--- src/rtl/dram_ref_pkg.sv ---
package dram_ref_pkg;

    typedef enum logic [2:0] {
        CMD_NOP  = 3'd0,
        CMD_PREA = 3'd1,
        CMD_AREF = 3'd2,
        CMD_SRE  = 3'd3
    } ref_cmd_e;

    typedef enum logic [2:0] {
        ST_IDLE,
        ST_PREA,
        ST_WAIT_RP,
        ST_AREF,
        ST_WAIT_RFC,
        ST_SRE,
        ST_SELF,
        ST_XS_WAIT
    } ref_state_e;

    // control from the sequencer to the owed-refresh counter
    typedef struct packed {
        logic hold;   // timer frozen (self-refresh)
        logic clear;  // backlog dropped
        logic dec;    // one refresh issued
    } owed_ctl_t;

    function automatic int ns_to_cycles(input int ns, input int period_ps);
        return (ns * 1000 + period_ps - 1) / period_ps;
    endfunction

    function automatic int max_int(input int a, input int b);
        return (a > b) ? a : b;
    endfunction

endpackage

--- src/rtl/ref_interval_ctr.sv ---
module ref_interval_ctr
    import dram_ref_pkg::*;
#(
    parameter int INTERVAL_CYC = 1040,
    parameter int MAX_OWED     = 8,
    parameter int OWED_W       = 4
) (
    input  logic              clk,
    input  logic              rst,
    input  owed_ctl_t         ctl,
    output logic              tick,
    output logic [OWED_W-1:0] owed
);
    localparam int CNT_W = (INTERVAL_CYC > 2) ? $clog2(INTERVAL_CYC) : 1;
    localparam logic [CNT_W-1:0] LAST = CNT_W'(INTERVAL_CYC - 1);
    localparam logic [OWED_W:0]  FULL = (OWED_W+1)'(MAX_OWED);

    logic [CNT_W-1:0] cnt;
    logic [OWED_W:0]  sum;

    always_ff @(posedge clk) begin
        if (rst || ctl.hold) begin
            cnt <= '0;
        end else if (cnt == LAST) begin
            cnt <= '0;
        end else begin
            cnt <= cnt + 1'b1;
        end
    end

    assign tick = !ctl.hold && (cnt == LAST);

    always_comb begin
        sum = {1'b0, owed} + {{OWED_W{1'b0}}, tick};
        if (sum > FULL) begin
            sum = FULL;
        end
        if (ctl.dec && sum != '0) begin
            sum = sum - 1'b1;
        end
    end

    always_ff @(posedge clk) begin
        if (rst || ctl.clear) begin
            owed <= '0;
        end else begin
            owed <= sum[OWED_W-1:0];
        end
    end

    assert_owed_bound_R1: assert property (@(posedge clk) disable iff (rst)
        {1'b0, owed} <= FULL);

    assert_owed_rise_R1: assert property (@(posedge clk) disable iff (rst)
        (tick && !ctl.dec && !ctl.clear && ({1'b0, owed} < FULL))
        |=> (owed == $past(owed) + 1'b1));

    assert_owed_drop_R3: assert property (@(posedge clk) disable iff (rst)
        (ctl.dec && !tick && !ctl.clear && owed != '0)
        |=> (owed == $past(owed) - 1'b1));

endmodule

--- src/rtl/ref_read_timer.sv ---
module ref_read_timer #(
    parameter int WAIT_CYC = 200
) (
    input  logic clk,
    input  logic rst,
    input  logic load,
    output logic ready
);
    localparam int W = $clog2(WAIT_CYC + 1);

    logic [W-1:0] cnt;

    always_ff @(posedge clk) begin
        if (rst) begin
            cnt <= '0;
        end else if (load) begin
            cnt <= W'(WAIT_CYC);
        end else if (cnt != '0) begin
            cnt <= cnt - 1'b1;
        end
    end

    assign ready = (cnt == '0);

    assert_read_blocked_R8: assert property (@(posedge clk) disable iff (rst)
        load |=> !ready);

endmodule

--- src/rtl/ref_seq_fsm.sv ---
module ref_seq_fsm
    import dram_ref_pkg::*;
#(
    parameter int NUM_BANKS = 4,
    parameter int MAX_OWED  = 8,
    parameter int OWED_W    = 4,
    parameter int TRP_CYC   = 3,
    parameter int TRFC_CYC  = 10,
    parameter int TXSA_CYC  = 10
) (
    input  logic                 clk,
    input  logic                 rst,
    input  logic [OWED_W-1:0]    owed,
    input  logic [NUM_BANKS-1:0] banks_open,
    input  logic                 bus_idle,
    input  logic                 grant,
    input  logic                 sr_enter_req,
    input  logic                 sr_exit_req,
    output logic                 req,
    output logic                 urgent,
    output ref_cmd_e             cmd,
    output logic                 cke,
    output logic                 busy,
    output owed_ctl_t            ctl,
    output logic                 load_rd
);
    localparam int TRP_E  = max_int(TRP_CYC, 2);
    localparam int TRFC_E = max_int(TRFC_CYC, 2);
    localparam int TXSA_E = max_int(TXSA_CYC, 1);
    localparam int WMAX   = max_int(max_int(TRP_E, TRFC_E), TXSA_E);
    localparam int W      = $clog2(WMAX + 1);

    ref_state_e state, nxt;
    logic [W-1:0] wcnt, wcnt_nxt;
    logic sr_pend, pend_nxt;
    logic ref_want, go_sr;

    assign urgent   = (owed == OWED_W'(MAX_OWED));
    assign ref_want = (owed != '0) && (urgent || bus_idle);
    assign req      = (state == ST_IDLE) && (ref_want || sr_enter_req);
    assign go_sr    = sr_enter_req && !urgent;

    always_comb begin
        nxt      = state;
        wcnt_nxt = wcnt;
        pend_nxt = sr_pend;
        unique case (state)
            ST_IDLE: begin
                if (req && grant) begin
                    pend_nxt = go_sr;
                    if (|banks_open) begin
                        nxt = ST_PREA;
                    end else begin
                        nxt = go_sr ? ST_SRE : ST_AREF;
                    end
                end
            end
            ST_PREA: begin
                nxt      = ST_WAIT_RP;
                wcnt_nxt = W'(TRP_E - 2);
            end
            ST_WAIT_RP: begin
                if (wcnt == '0) begin
                    nxt = sr_pend ? ST_SRE : ST_AREF;
                end else begin
                    wcnt_nxt = wcnt - 1'b1;
                end
            end
            ST_AREF: begin
                nxt      = ST_WAIT_RFC;
                wcnt_nxt = W'(TRFC_E - 2);
            end
            ST_WAIT_RFC: begin
                if (wcnt == '0) begin
                    nxt = ST_IDLE;
                end else begin
                    wcnt_nxt = wcnt - 1'b1;
                end
            end
            ST_SRE: begin
                nxt = ST_SELF;
            end
            ST_SELF: begin
                if (sr_exit_req) begin
                    nxt      = ST_XS_WAIT;
                    wcnt_nxt = W'(TXSA_E - 1);
                end
            end
            ST_XS_WAIT: begin
                if (wcnt == '0) begin
                    nxt = ST_IDLE;
                end else begin
                    wcnt_nxt = wcnt - 1'b1;
                end
            end
            default: begin
                nxt = ST_IDLE;
            end
        endcase
    end

    always_ff @(posedge clk) begin
        if (rst) begin
            state   <= ST_IDLE;
            wcnt    <= '0;
            sr_pend <= 1'b0;
        end else begin
            state   <= nxt;
            wcnt    <= wcnt_nxt;
            sr_pend <= pend_nxt;
        end
    end

    always_comb begin
        unique case (state)
            ST_PREA: cmd = CMD_PREA;
            ST_AREF: cmd = CMD_AREF;
            ST_SRE:  cmd = CMD_SRE;
            default: cmd = CMD_NOP;
        endcase
    end

    assign cke       = !((state == ST_SRE) || (state == ST_SELF));
    assign busy      = (state != ST_IDLE);
    assign ctl.hold  = !cke;
    assign ctl.clear = (state == ST_SRE);
    assign ctl.dec   = (state == ST_AREF);
    assign load_rd   = (state == ST_SELF) && sr_exit_req;

    assert_grant_acts_R3: assert property (@(posedge clk) disable iff (rst)
        (req && grant) |=> (cmd != CMD_NOP));

    assert_prea_wait_R4: assert property (@(posedge clk) disable iff (rst)
        (cmd == CMD_PREA) |=> (cmd == CMD_NOP && busy));

    assert_aref_hold_R5: assert property (@(posedge clk) disable iff (rst)
        (cmd == CMD_AREF) |=> (cmd == CMD_NOP && busy));

    assert_cke_fall_R6: assert property (@(posedge clk) disable iff (rst)
        $fell(cke) |-> (cmd == CMD_SRE));

    assert_self_quiet_R7: assert property (@(posedge clk) disable iff (rst)
        (!cke && cmd != CMD_SRE) |-> (cmd == CMD_NOP && busy && !req));

    assert_cke_rise_R8: assert property (@(posedge clk) disable iff (rst)
        $rose(cke) |-> busy);

endmodule

--- src/rtl/dram_refresh_sched.sv ---
module dram_refresh_sched
    import dram_ref_pkg::*;
#(
    parameter int CLK_PERIOD_PS = 7500,
    parameter int INTERVAL_CYC  = 1040,
    parameter int MAX_OWED      = 8,
    parameter int NUM_BANKS     = 4,
    parameter int TRP_NS        = 20,
    parameter int TRFC_NS       = 75,
    parameter int TXSA_NS       = 75,
    parameter int TXSRD_CYC     = 200,
    parameter int OWED_W        = $clog2(MAX_OWED + 1)
) (
    input  logic                 clk,
    input  logic                 rst,
    input  logic [NUM_BANKS-1:0] banks_open,
    input  logic                 bus_idle,
    input  logic                 grant,
    input  logic                 sr_enter_req,
    input  logic                 sr_exit_req,
    output logic                 ref_req,
    output logic                 ref_urgent,
    output logic [2:0]           cmd,
    output logic                 cke,
    output logic                 cmd_block,
    output logic                 read_ok,
    output logic [OWED_W-1:0]    owed_count
);
    localparam int TRP_CYC  = ns_to_cycles(TRP_NS, CLK_PERIOD_PS);
    localparam int TRFC_CYC = ns_to_cycles(TRFC_NS, CLK_PERIOD_PS);
    localparam int TXSA_CYC = ns_to_cycles(TXSA_NS, CLK_PERIOD_PS);

    owed_ctl_t ctl;
    ref_cmd_e  cmd_e;
    logic      tick;
    logic      load_rd;
    logic      rd_ready;

    ref_interval_ctr #(
        .INTERVAL_CYC (INTERVAL_CYC),
        .MAX_OWED     (MAX_OWED),
        .OWED_W       (OWED_W)
    ) u_interval (
        .clk  (clk),
        .rst  (rst),
        .ctl  (ctl),
        .tick (tick),
        .owed (owed_count)
    );

    ref_seq_fsm #(
        .NUM_BANKS (NUM_BANKS),
        .MAX_OWED  (MAX_OWED),
        .OWED_W    (OWED_W),
        .TRP_CYC   (TRP_CYC),
        .TRFC_CYC  (TRFC_CYC),
        .TXSA_CYC  (TXSA_CYC)
    ) u_seq (
        .clk          (clk),
        .rst          (rst),
        .owed         (owed_count),
        .banks_open   (banks_open),
        .bus_idle     (bus_idle),
        .grant        (grant),
        .sr_enter_req (sr_enter_req),
        .sr_exit_req  (sr_exit_req),
        .req          (ref_req),
        .urgent       (ref_urgent),
        .cmd          (cmd_e),
        .cke          (cke),
        .busy         (cmd_block),
        .ctl          (ctl),
        .load_rd      (load_rd)
    );

    ref_read_timer #(
        .WAIT_CYC (TXSRD_CYC)
    ) u_read_wait (
        .clk   (clk),
        .rst   (rst),
        .load  (load_rd),
        .ready (rd_ready)
    );

    assign cmd     = cmd_e;
    assign read_ok = rd_ready && cke;

    // a refresh command never leaves the block while the timer keeps the backlog empty
    assert_aref_has_debt_R3: assert property (@(posedge clk) disable iff (rst)
        (cmd_e == CMD_AREF) |-> (owed_count != '0));

    assert_read_after_exit_R8: assert property (@(posedge clk) disable iff (rst)
        $rose(cke) |-> !read_ok);

    wire unused_tick = tick;

endmodule

--- config.mk ---
export PLATFORM = sky130hd
export DESIGN_NAME = dram_refresh_sched
export DESIGN_NICKNAME = d
export VERILOG_FILES = /design/src/rtl/dram_ref_pkg.sv /design/src/rtl/ref_interval_ctr.sv /design/src/rtl/ref_read_timer.sv /design/src/rtl/ref_seq_fsm.sv /design/src/rtl/dram_refresh_sched.sv
export SDC_FILE = /design/constraint.sdc
export NUM_CORES = 1
export LEC_CHECK = 0
export ABC_AREA = 0
export BUFFER_PORTS_ARGS = -buffer_cell sky130_fd_sc_hd__buf_4
export CAP_MARGIN = 0
export CORE_MARGIN = 2
export CORE_UTILIZATION = 45
export DETAILED_ROUTE_END_ITERATION = 8
export MAX_ROUTING_LAYER = met4
export PLACE_DENSITY = 0.63
export RECOVER_POWER = 25
export SLEW_MARGIN = 20
export SYNTH_ARGS = -nofsm -noshare
export SYNTH_HDL_FRONTEND = slang
export SYNTH_HIERARCHICAL = 1
export SYNTH_SLANG_ARGS = --single-unit
--- constraint.sdc ---
create_clock -name clk -period 3.6 [get_ports clk]
set_clock_uncertainty 0.15 [all_clocks]
set_input_delay 0.18 -clock clk [delete_from_list [all_inputs] [get_ports clk]]
set_output_delay 0.18 -clock clk [all_outputs]
set_load 0.005 [all_outputs]
# Yosys cells after proc, flatten, opt, wreduce, memory -nomap -nowiden
# Index checks and enable logic that the tools add are counted.
# totals
reg_bits	31
latchBits	0
ramBits	0
mem_bits_ro	0
in_bits	10
output_inout_bits	12
wordCells	75
mem_count	0
# classes
addsub	5
mul	0
n_div	0
magnitude_cmp	1
n_eq_ne	14
shifts	0
mux	16
bitwise_logic	0
reduce_logical	32
# op_table
cell	n
two-way mux 3 bit	7
one-hot mux 3 bit (7 select lines)	1
two-way mux 8 bit	2
one-hot mux 4 bit (4 select lines)	1
== test 3 bit (second input constant)	4
two-way mux 4 bit	3
adder 11 x 1 -> 11 bit (second input constant)	1
== test 11 bit (second input constant)	1
logical AND 1 bit	8
logical NOT 8 bit	1
nonzero test 4 bit	2
nonzero test 8 bit	1
subtractor 4 x 1 -> 4 bit (second input constant)	2
subtractor 8 x 1 -> 8 bit (second input constant)	1
== test 3 x 2 -> 1 bit (second input constant)	2
inequality test 2 bit (second input constant)	3
one-hot mux 2 bit (3 select lines)	1
OR reduction 2 bit	3
adder 4 x 1 -> 5 bit	1
greater-than comparator 5 x 4 -> 1 bit (second input constant)	1
logical OR 1 bit	5
two-way mux 5 bit	1
nonzero test 5 bit	1
== test 4 bit (second input constant)	1
12 further kinds	14

# Longest topological paths before layout
# Gate-level depths: netlist of run 1.
# depth
depth_word	10
depth_mapped	15
depth_no_buf	14

# Hierarchy
# Netlist of run 1, hierarchy kept.
# modules_own_cells
mod	n_inst	cells_each	area_per_inst_um2	seq_area_each_um2
ref_interval_ctr	1	82	763.2	300.3
ref_seq_fsm	1	99	752.0	160.2
ref_read_timer	1	47	409.1	160.2
dram_refresh_sched	1	1	6.3	0.0

# Worst setup path after synthesis of run 1
# Ideal clock, no wire load.
# synth_path
path_kind	reg2reg
from	reg u_seq.state[1]
to	reg u_interval.owed[1]
setup_ns	0.073
arrival_time_ns	2.637
t_required_ns	3.377
setup_slack_ns	0.740
stages_incl_launch_ff	16
path_buffers	2
period_less_slack_ns	2.860
path_cell_list	dfxtp_1 buf_6 clkbuf_8 nor2_1 o21a_1 nor2_1 ha_1 ha_1 nand2b_2 mux2i_4 nand2_1 ha_1 nand2b_1 o21ai_2 mux2_4 nor3_2
# synth_rtl
element	line_no	text
start, declared	ref_seq_fsm.sv:33	ref_state_e state, nxt;
start signal, assigned	ref_seq_fsm.sv:108	state <= nxt;
end signal, assigned	ref_interval_ctr.sv:47	owed <= sum[OWED_W-1:0];
end, declared	ref_interval_ctr.sv:12	output logic [OWED_W-1:0] owed

==> impl_metrics.yaml, run 1 <==
run_status:
  status: "finished, final reports clean"
critical_path:
  end_kind: "register"
  worstPathRequired_ns: 3.66
  crit_end: "u_interval/owed[1]"
  crit_chain: "buf_4 -> nor2_1 -> o21a_1 -> nor2_1 -> ha_1 -> ha_1 -> nand2b_2 -> mux2i_4 -> nand2_1 -> ha_1 -> nand2b_1 -> o21ai_2 -> mux2_4 -> nor3_2"
  cp_num_buf_inv: 1
  r2r-end: "u_interval/owed[1]"
  crit_top_cell: "ha_1"
  r2r_setup_slack_ns: 0.62
  cpPeakStageDelay_ns: 0.31
  cp_num_cells: 14
  critPathMaxFanout: 19
  critPathSlowestCell: "dfxtp_1"
  crit_path_start_kind: "register"
  path_class: "reg -> reg"
  worstPathArrival_ns: 3.04
  worstSetupStartpoint: "u_seq/state[1]"
  r2r-start: "u_seq/state[1]"
  crit_family: "simple AND/OR/NAND/NOR gates"
  r2r_cells: 14
timing:
  slew_violations: 0
  setup-violations-final: 0
  max_freq_mhz: 335.4
  tns_ns: 0
  rsz0062_at_grt: "false"
  period_minus_slack_ns: 2.982
  finalHoldViolations: 0
  period_share_pct: 82.83
job:
  maxCapViolCount: 0
drt:
  drtPass1Iterations: 4
  wl_met2_um: 1782
  via_per_inst: 5.522
  drt_iter0_drc: 67
  wl_met3_um: 97
  finalWirelength_um: 3917
  routed.top_layer: "met4"
  ant_nets: 0
  wirelength_met1_um: 1990
  via_count: 1662
  drc: 0
  avgRoutedWirePerCell_um: 13.01
pwr:
  peakVddDrop_v: 0.0002456
  seqPwrFrac_pct: 32.2
  p_int_uw: 890.0
  combPwrFrac_pct: 50.0
  switching_share_pct: 39.95
  power_density_nw_per_um2: 679.6
  power.share.clock_pct: 17.8
  switchingPower_uw: 592.2
  p_leak_uw: 0.0008705
layout:
  area.growth.synth_to_final_pct: 12.96
  final_cell_area_um2: 2181
  nNetsFinal: 266
  antenna_cells: 0
  fin_cells: 301
  fill_cells: 403
  drive_above_1_share_pct: 21.12
  final_util_pct: 53.75
yosys:
  synth_cell_types: 67
  seq_area_frac_synth_pct: 32.15
  synth-main-ff-cell: "dfxtp_1"
  synthArstFlopShare_pct: 0
  syn_nets: 245
  synth_most_common_cell: "dfxtp_1"
  synth_top_family_by_area: "simple AND/OR/NAND/NOR gates"
  synth-seq-cells: 31
  synth_edf_count: 0
  synthTopCellsByArea: "dfxtp_1 32%, nor2_1 4.9%, ha_1 3.9%, a21oi_1 3.4%, nor3_1 3.4%"
  ys.warnings.count: 6
  synthAdderAreaFrac_pct: 3.889
  netlist.area_leader.share_pct: 32.15
  synthSimpleGateAreaFrac_pct: 28.19
  synthMuxAreaShare_pct: 1.944
  synth_commonest_cells: "31 x dfxtp_1, 25 x nor2_1, 13 x a21oi_1, 13 x nor3_1, 11 x inv_1"
  syn-instance-count: 229
  synth_area_um2: 1931
  syn_area_per_cell_um2: 8.431
  synth-xor-area-share_pct: 6.351
  synth-compound-area-share_pct: 21.26
  synth_largest_area_cell: "dfxtp_1"
clock_network:
  cts_tree: "done"
  cts-hold-fix-buffers: 0
  clk_pin_slew_ns: 0.06
  clockBufferDepth: 2
  cts_setup_buffers: 0
  h-tree-depth: 2
  cts_root_buffer: "clkbuf_8"
  clock_sinks: 31
  cts_buffers: 5
  ctsResizeCount: 0
  worstSkewPairLatency_ns: 0.28
grt:
  antenna_found_initial: 0
  grtUsageTotal_pct: 17.64
  grt_pass1_wl_um: 6755
  grt_max_degree: 20
  overflow: 0
  grt_pass1_vias: 1506
die:
  row_count: 23
  core_area_um2: 4058
  ios: 22
  die_area_um2: 4830
  die_x_um: 69.50
  die_h_um: 69.50
  start_util_pct: 47.58
min_path:
  min_path_type: "in -> reg"
  worstHoldStart: "grant"
  hold_path_depth: 3
placed_design:
  dpl.hpwl_um: 2881
  post_dp_cell_area_um2: 2096
  gp_congestion: 0.8504
  dp_cells: 293
  port_buffers: 20
[metrics by stage]
step	setup slack, ns	hold WS (ns)	power (uW)
after floorplan	0.7398	0.09907	1066
after global placement	0.7264	0.2990	1215
after global routing	0.3705	0.03766	1610
final	0.6181	0.04019	1482
after detailed placement	0.6308	0.3056	1219
after CTS	0.6122	0.03349	1494
[worst min-delay path: cells and delay by family]
family          cells  cell delay (ns)
compound gates      1             0.05
buf+inv             1             0.11
simple gates        1             0.07
[area by class of cell]
type / count / area, um^2 / area share [%]
Clock buffer: 6 / 72.57 / 3.328
Clock inverter: 2 / 12.51 / 0.5737
Inverter: 12 / 46.29 / 2.123
Multi-Input combinational cell: 177 / 1194 / 54.73
Sequential cell: 31 / 620.6 / 28.46
Tap cell: 50 / 62.56 / 2.869
Timing Repair Buffer: 23 / 172.7 / 7.917
[state kept, by name, summed over array words and instances (netlist names)]
name             cells
u_seq/wcnt           4
u_interval/owed      4
u_read_wait/cnt      8
u_seq/sr_pend        1
u_interval/cnt      11
u_seq/state          3
[how the worst min path moves through the flow]
stage | end
after floorplan | u_read_wait/cnt[3]
after global placement | u_interval/cnt[0]
after detailed placement | u_interval/cnt[0]
after CTS | u_seq/sr_pend
after global routing | u_seq/sr_pend
final | u_seq/sr_pend
[routing by layer]
layer,track usage [%],up-vias
met5,-,-
met4,5.882,0
met3,4.360,6
met2,26.82,13
met1,22.96,768
li1,-,875
[power by group through the flow]
stage	sequential, uW	combinational [uW]	clock (uW)
2_1_floorplan	470	596	0
3_3_place_gp	483	732	0
3_5_place_dp	485	734	0
4_1_cts	477	742	275
5_1_grt	490	829	290
6_report	478	741	264
[kinds of logic after synthesis]
family / after synthesis
AND/OR/NAND/NOR: 99
AO/OA/AOI/OAI: 55
flip-flops: 31
buffers and inverters: 21
XOR/XNOR: 14
adder cells (fa/ha/maj): 6
multiplexers: 2
other: 1
[layout by cell type (no fill, tap or decap), types with 2 or more instances in the layout]
cell type  instances
a211oi_1           3
a21oi_1           13
a31oi_1            3
and2_1             4
and3_1             4
buf_4             18
clkbuf_4           5
clkbuf_8           5
clkinv_2           2
dfxtp_1           31
ha_1               6
inv_1             11
nand2_1           10
nand2b_1           2
nand3_1            7
nand3b_1           2
nand4_1            3
nor2_1            25
nor2b_1            4
nor3_1            13
nor4_1             4
o211ai_1           2
o21a_1             3
o21ai_0            9
o21ai_2            2
or2_2              4
or3_1              2
or4_1              3
xnor2_1            7
xor2_1             7
Note: power is estimated with default switching activity, not from simulation.
==> run 2: changes to the inputs <==
ABC_AREA = 1   (was 0)
PLACE_DENSITY = 0.66   (was 0.63)
clock period = 2.7 ns   (was 3.6 ns; I/O delays follow)
==> run 2 against run 1 <==
Net effect:
- die area down 1.6%
- flip-flop and latch count is the same
- sequential power rose by 32%
- critical path depth up 2
- design area is 12% higher
- clock power up 79%
- count of clock-buffer cells in the layout stayed put
- critical path type unchanged
==> impl_metrics.yaml, run 2 <==
pwr:
  switchingPower_uw: 850.5
  peakVddDrop_v: 0.0004347
  combPwrFrac_pct: 47.2
  power.share.clock_pct: 22.6
  total_power_uw: 2091
  p_int_uw: 1241
  p_leak_uw: 0.001149
  switching_share_pct: 40.67
  power_density_nw_per_um2: 854.1
  seqPwrFrac_pct: 30.2
yosys:
  ys.warnings.count: 6
  netlist.area_leader.share_pct: 32.70
  synth_cell_types: 27
  seq_area_frac_synth_pct: 32.70
  syn_nets: 304
  synth-xor-area-share_pct: 2.307
  synthArstFlopShare_pct: 0
  synth_most_common_cell: "nand2_1"
  synth_edf_count: 0
  synth_area_um2: 1898
  synth_top_family_by_area: "simple AND/OR/NAND/NOR gates"
  synth-compound-area-share_pct: 9.624
  synth-seq-cells: 31
  synthTopCellsByArea: "dfxtp_1 33%, nand2_1 11%, inv_1 9.5%, nor2_1 8.1%, nand3_1 5.5%"
  syn-instance-count: 288
  syn_area_per_cell_um2: 6.591
  synth_largest_area_cell: "dfxtp_1"
  synthAdderAreaFrac_pct: 3.955
  synthMuxAreaShare_pct: 0
  synthSimpleGateAreaFrac_pct: 39.95
  synth_commonest_cells: "55 x nand2_1, 48 x inv_1, 41 x nor2_1, 31 x dfxtp_1, 21 x nand3_1"
  synth-main-ff-cell: "dfxtp_1"
timing:
  max_freq_mhz: 387.8
  tns_ns: 0
  period_share_pct: 95.51
  finalHoldViolations: 0
  period_minus_slack_ns: 2.579
  slew_violations: 0
  setup_ws_ns: 0.1212
  timing.hold.ws_ns: 0.08518
  setup-violations-final: 0
  worst_pin_slew_ns: 0.7787
  max_slew_margin_pct: 47.68
drt:
  ant_nets: 0
  drtPass1Iterations: 6
  routed.top_layer: "met4"
  wl_met2_um: 2032
  avgRoutedWirePerCell_um: 10.90
  wirelength_met1_um: 1907
  via_per_inst: 4.866
  drt_iter0_drc: 72
  drc: 0
  wl_met3_um: 160
  finalWirelength_um: 4154
  via_count: 1854
grt:
  overflow: 0
  grt_max_degree: 12
  grt_pass1_wl_um: 6368
  antenna_found_initial: 0
  grtUsageTotal_pct: 18.77
  grt_pass1_vias: 1529
critical_path:
  worstPathArrival_ns: 2.61
  r2r-end: "u_interval/owed[1]"
  critPathSlowestCell: "dfxtp_2"
  worstSetupStartpoint: "u_interval/cnt[6]"
  r2r_cells: 16
  end_kind: "register"
  worstPathRequired_ns: 2.73
  r2r_setup_slack_ns: 0.12
  cp_num_buf_inv: 2
  crit_chain: "inv_2 -> nand4_1 -> nor3_2 -> nand3_2 -> nor2_2 -> ha_2 -> nand4_1 -> nand2_2 -> nor2_4 -> nand2_2 -> ha_4 -> nand2_4 -> o21ai_4 -> inv_2 -> nor2_1 -> nor2_1"
  critPathMaxFanout: 5
  crit_family: "simple AND/OR/NAND/NOR gates"
  cpPeakStageDelay_ns: 0.34
  r2r-start: "u_interval/cnt[6]"
  crit_path_start_kind: "register"
  path_class: "reg -> reg"
placed_design:
  gp_congestion: 0.8696
  place_ws_ns: -0.01284
  port_buffers: 20
  dpl.hpwl_um: 3014
layout:
  final_util_pct: 60.78
  layout_commonest_cell: "nand2_1"
  antenna_cells: 0
  area.growth.synth_to_final_pct: 29.00
  top_regs: "u_interval/cnt (11), u_read_wait/cnt (8)"
  largest_register: "u_interval/cnt"
  final_cell_mix: "53 x nand2_1, 41 x inv_1, 39 x nor2_1, 30 x buf_4, 25 x dfxtp_1"
  nNetsFinal: 346
  largest_register_ffs: 11
  drive_above_1_share_pct: 29.61
die:
  die_x_um: 68.95
  die_area_um2: 4753
  die_h_um: 68.95
  start_util_pct: 47.11
  ios: 22
  row_count: 23
  core_area_um2: 4029
min_path:
  hold_path_depth: 6
  min_path_type: "in -> reg"
  worstHoldStart: "banks_open[2]"
  min_to: "u_seq/state[2]"
clock_network:
  cts_root_buffer: "clkbuf_8"
  cts_tree: "done"
  h-tree-depth: 2
  clockBufferDepth: 2
  clock_sinks: 31
  worstSkewPairLatency_ns: 0.28
  clk_pin_slew_ns: 0.07
  cts_buffers: 5
run_status:
  status: "finished, final reports clean"
job:
  maxCapViolCount: 0
-- run 2: worst max-delay path by stage --
stage,slack (ns),end,depth (start not counted)
final,0.12,u_interval/owed[1],16
after global routing,-0.05,u_interval/owed[3],18
after CTS,0.001,u_interval/owed[1],17
after detailed placement,-0.01,u_interval/owed[1],17
after global placement,0.07,u_interval/owed[1],17
after floorplan,0.15,u_interval/owed[1],17
-- run 2: cell type report --
cell class | count | area [um^2]
clock buffers | 6 | 82.58
clock inverters | 2 | 35.03
multi-input cells | 201 | 1156
flip-flops and latches | 31 | 630.6
fillers | 395 | 1580
inverters | 55 | 206.4
repair buffers | 36 | 275.3
well taps | 50 | 62.56
-- run 2: power groups by stage --
stage / Combinational (uW) / Clock (uW) / Sequential, uW
3_3_place_gp: 1000 / 0 / 638
2_1_floorplan: 793 / 0 / 628
4_1_cts: 1010 / 490 / 630
6_report: 986 / 473 / 632
3_5_place_dp: 1010 / 0 / 641
5_1_grt: 1120 / 508 / 647
-- run 2: timing repair --
action | 4_1_cts | 5_1_grt
pin swaps | 1 | 13
setup endpoints to repair | 3 | 4
gates cloned | 0 | 0
endpoints found under the hold margin | 7 | 0
hold buffers | 2 | 0
buffers inserted | 0 | 10
gates resized for setup | 3 | 32
-- run 2: per-layer routing --
| metal | vias to the layer above | track usage, % |
|---|---|---|
| met4 | 0 | 5.882 |
| met2 | 29 | 30.65 |
| li1 | 986 | - |
| met3 | 6 | 5.844 |
| met5 | - | - |
| met1 | 833 | 22.08 |
-- run 2: cells by family (layout without fill, tap and decap cells) --
logic type	count (synthesis)	count (layout)
AOI/OAI and AO/OA	33	33
xor gates and xnor gates	5	5
adders and majority gates	6	6
buffers and inverters	56	99
DFF	31	31
other	1	1
and+or+nand+nor	156	156
-- run 2: metrics by stage --
| step | cells | instance area (um^2) |
|---|---|---|
| after global routing | 381 | 2449 |
| final | 381 | 2449 |
| after global placement | 361 | 2133 |
| after detailed placement | 361 | 2133 |
| after CTS | 371 | 2278 |
| after floorplan | 288 | 1898 |
-- run 2: worst reg2reg max path, cell delays in order, from the launching register on --
cell and delay (ns):
dfxtp_2 0.34, inv_2 0.07, nand4_1 0.10, nor3_2 0.20, nand3_2 0.11, nor2_2 0.11, ha_2 0.22, nand4_1 0.19
nand2_2 0.15, nor2_4 0.06, nand2_2 0.10, ha_4 0.16, nand2_4 0.06, o21ai_4 0.22, inv_2 0.07, nor2_1 0.11
nor2_1 0.05
==> run 3: changes to the inputs <==
RECOVER_POWER = not set   (was 25)
REMOVE_ABC_BUFFERS = 1   (was not set)
==> run 3 against run 2 <==
Net effect:
- via count shrank 1.1%
- first-iteration DRC count is 5.6% higher
- clock power about the same
- core utilization is 0.56 points lower
- setup slack worse by 0.027 ns
- design area fell by 0.92%
- register-to-register slack got worse by 0.03 ns
- routed wire length decreased by 4.2%
- count of clock-buffer cells in the layout stayed put
- largest cell class unchanged
- highest routed layer unchanged
==> impl_metrics.yaml, run 3 (same netlist as run 2, synthesis figures left out) <==
run_status:
  status: "finished, final reports clean"
drt:
  via_per_inst: 4.852
  drtPass1Iterations: 4
  wl_met3_um: 121
  drt_iter0_drc: 76
  routed.top_layer: "met4"
  avgRoutedWirePerCell_um: 10.53
  wl_met2_um: 1898
  wirelength_met1_um: 1923
  ant_nets: 0
  finalWirelength_um: 3980
  drc: 0
  via_count: 1834
min_path:
  worstHoldStart: "banks_open[2]"
  hold_path_depth: 6
  min_to: "u_seq/state[2]"
  min_path_type: "in -> reg"
critical_path:
  path_class: "reg -> reg"
  worstPathRequired_ns: 2.72
  end_kind: "register"
  critPathSlowestCell: "dfxtp_4"
  r2r-end: "u_interval/owed[1]"
  worstPathArrival_ns: 2.62
  cpPeakStageDelay_ns: 0.36
  r2r_cells: 16
  crit_chain: "inv_4 -> nand4_1 -> nor3_2 -> nand3_1 -> nor2_1 -> ha_2 -> nand4_1 -> nand2_2 -> nor2_4 -> nand2_2 -> ha_4 -> nand2_4 -> o21ai_4 -> inv_2 -> nor2_1 -> nor2_1"
  r2r_setup_slack_ns: 0.09
  critPathMaxFanout: 5
  crit_top_cell: "nor2_1"
  crit_path_start_kind: "register"
  r2r-start: "u_interval/cnt[6]"
die:
  ios: 22
  die_h_um: 68.95
  start_util_pct: 47.11
  die_area_um2: 4753
  die_x_um: 68.95
  core_area_um2: 4029
  row_count: 23
grt:
  overflow: 0
  grt_pass1_vias: 1617
  grt_max_degree: 12
  grtUsageTotal_pct: 18.44
  grt_pass1_wl_um: 6513
  antenna_found_initial: 0
layout:
  seq_area_um2: 628.1
  multi_input_area_um2: 1156
  largest_register_ffs: 11
  drive_above_1_share_pct: 28.35
  antenna_cells: 0
  fill_cells: 387
  largest_register: "u_interval/cnt"
  fin_cells: 378
  area.growth.synth_to_final_pct: 27.82
  nNetsFinal: 343
  final_cell_mix: "51 x nand2_1, 41 x inv_1, 39 x nor2_1, 31 x buf_4, 27 x dfxtp_1"
  top_regs: "u_interval/cnt (11), u_read_wait/cnt (8)"
  layout_commonest_cell: "nand2_1"
timing:
  rsz0062_at_grt: "true"
  timing.hold.ws_ns: 0.08291
  max_freq_mhz: 383.8
  slew_violations: 0
  period_minus_slack_ns: 2.606
  finalHoldViolations: 0
  worst_pin_slew_ns: 0.5547
  setup-violations-final: 0
  tns_ns: 0
  period_share_pct: 96.50
  max_slew_margin_pct: 62.73
pwr:
  peakVddDrop_v: 0.0004112
  power_density_nw_per_um2: 872.1
  p_leak_uw: 0.001151
placed_design:
  dpl.hpwl_um: 3041
  gp_congestion: 0.8462
  dp_cells: 363
  port_buffers: 20
clock_network:
  clockBufferDepth: 2
  worstSkewPairLatency_ns: 0.28
  h-tree-depth: 2
  clk_pin_slew_ns: 0.07
  cts_tree: "done"
  clock_sinks: 31
  cts_buffers: 5
  cts_root_buffer: "clkbuf_8"
job:
  maxCapViolCount: 0
run 3: power by group:
part	internal, uW	switching, uW	leakage [uW]
Sequential	560	73.0	0.000255
Clock	299	177	0.0000612
Combinational	396	612	0.000834
Total	1250	862	0.00115
run 3: stage by stage:
| step | area (um^2) | setup WS, ns | total power [uW] | util (%) |
|---|---|---|---|---|
| 6_report | 2426 | 0.09445 | 2116 | 60.22 |
| 3_5_place_dp | 2148 | 0.02648 | 1648 | 53.32 |
| 3_3_place_gp | 2148 | 0.07767 | 1647 | 53.32 |
| 5_1_grt | 2426 | -0.1334 | 2308 | 60.22 |
| 4_1_cts | 2286 | 0.01718 | 2133 | 56.74 |
| 2_1_floorplan | 1891 | 0.1489 | 1419 | - |
run 3: per-layer routing:
metal,up-vias,track usage [%]
met3,4,3.409
met1,824,22.64
li1,982,-
met4,0,5.882
met2,24,30.65
met5,-,-
run 3: cell type report:
cell class	instances	area share, %
Multi-Input combinational cell	201	47.65
Sequential cell	31	25.89
Timing Repair Buffer	33	10.42
Inverter	55	8.613
Clock buffer	6	3.404
Tap cell	50	2.579
Clock inverter	2	1.444
run 3: critical path, delay by kind of cell, from the launching register on:
kind	cells	cell delay (ns)
buffers and inverters	2	0.11
flip-flops	1	0.36
AND/OR/NAND/NOR	11	1.25
AO/OA/AOI/OAI	1	0.22
adder cells (fa/ha/maj)	2	0.40
run 3: worst max path at each step:
stage | startpoint | end | slack, ns | cells after the start
after floorplan | u_interval/cnt[0] | u_interval/owed[1] | 0.15 | 17
after global routing | u_interval/cnt[8] | u_interval/owed[3] | -0.13 | 16
after detailed placement | u_interval/cnt[0] | u_interval/owed[1] | 0.03 | 17
after global placement | u_interval/cnt[0] | u_interval/owed[1] | 0.08 | 17
after CTS | u_interval/cnt[0] | u_interval/owed[1] | 0.02 | 17
final | u_interval/cnt[6] | u_interval/owed[1] | 0.09 | 16
run 3: timing repair:
item,4_1_cts,5_1_grt
endpoints found under the hold margin,7,0
gates resized for setup,0,32
setup endpoints to repair,1,4
hold buffers,2,0
setup buffers,0,5
pin swaps,1,11
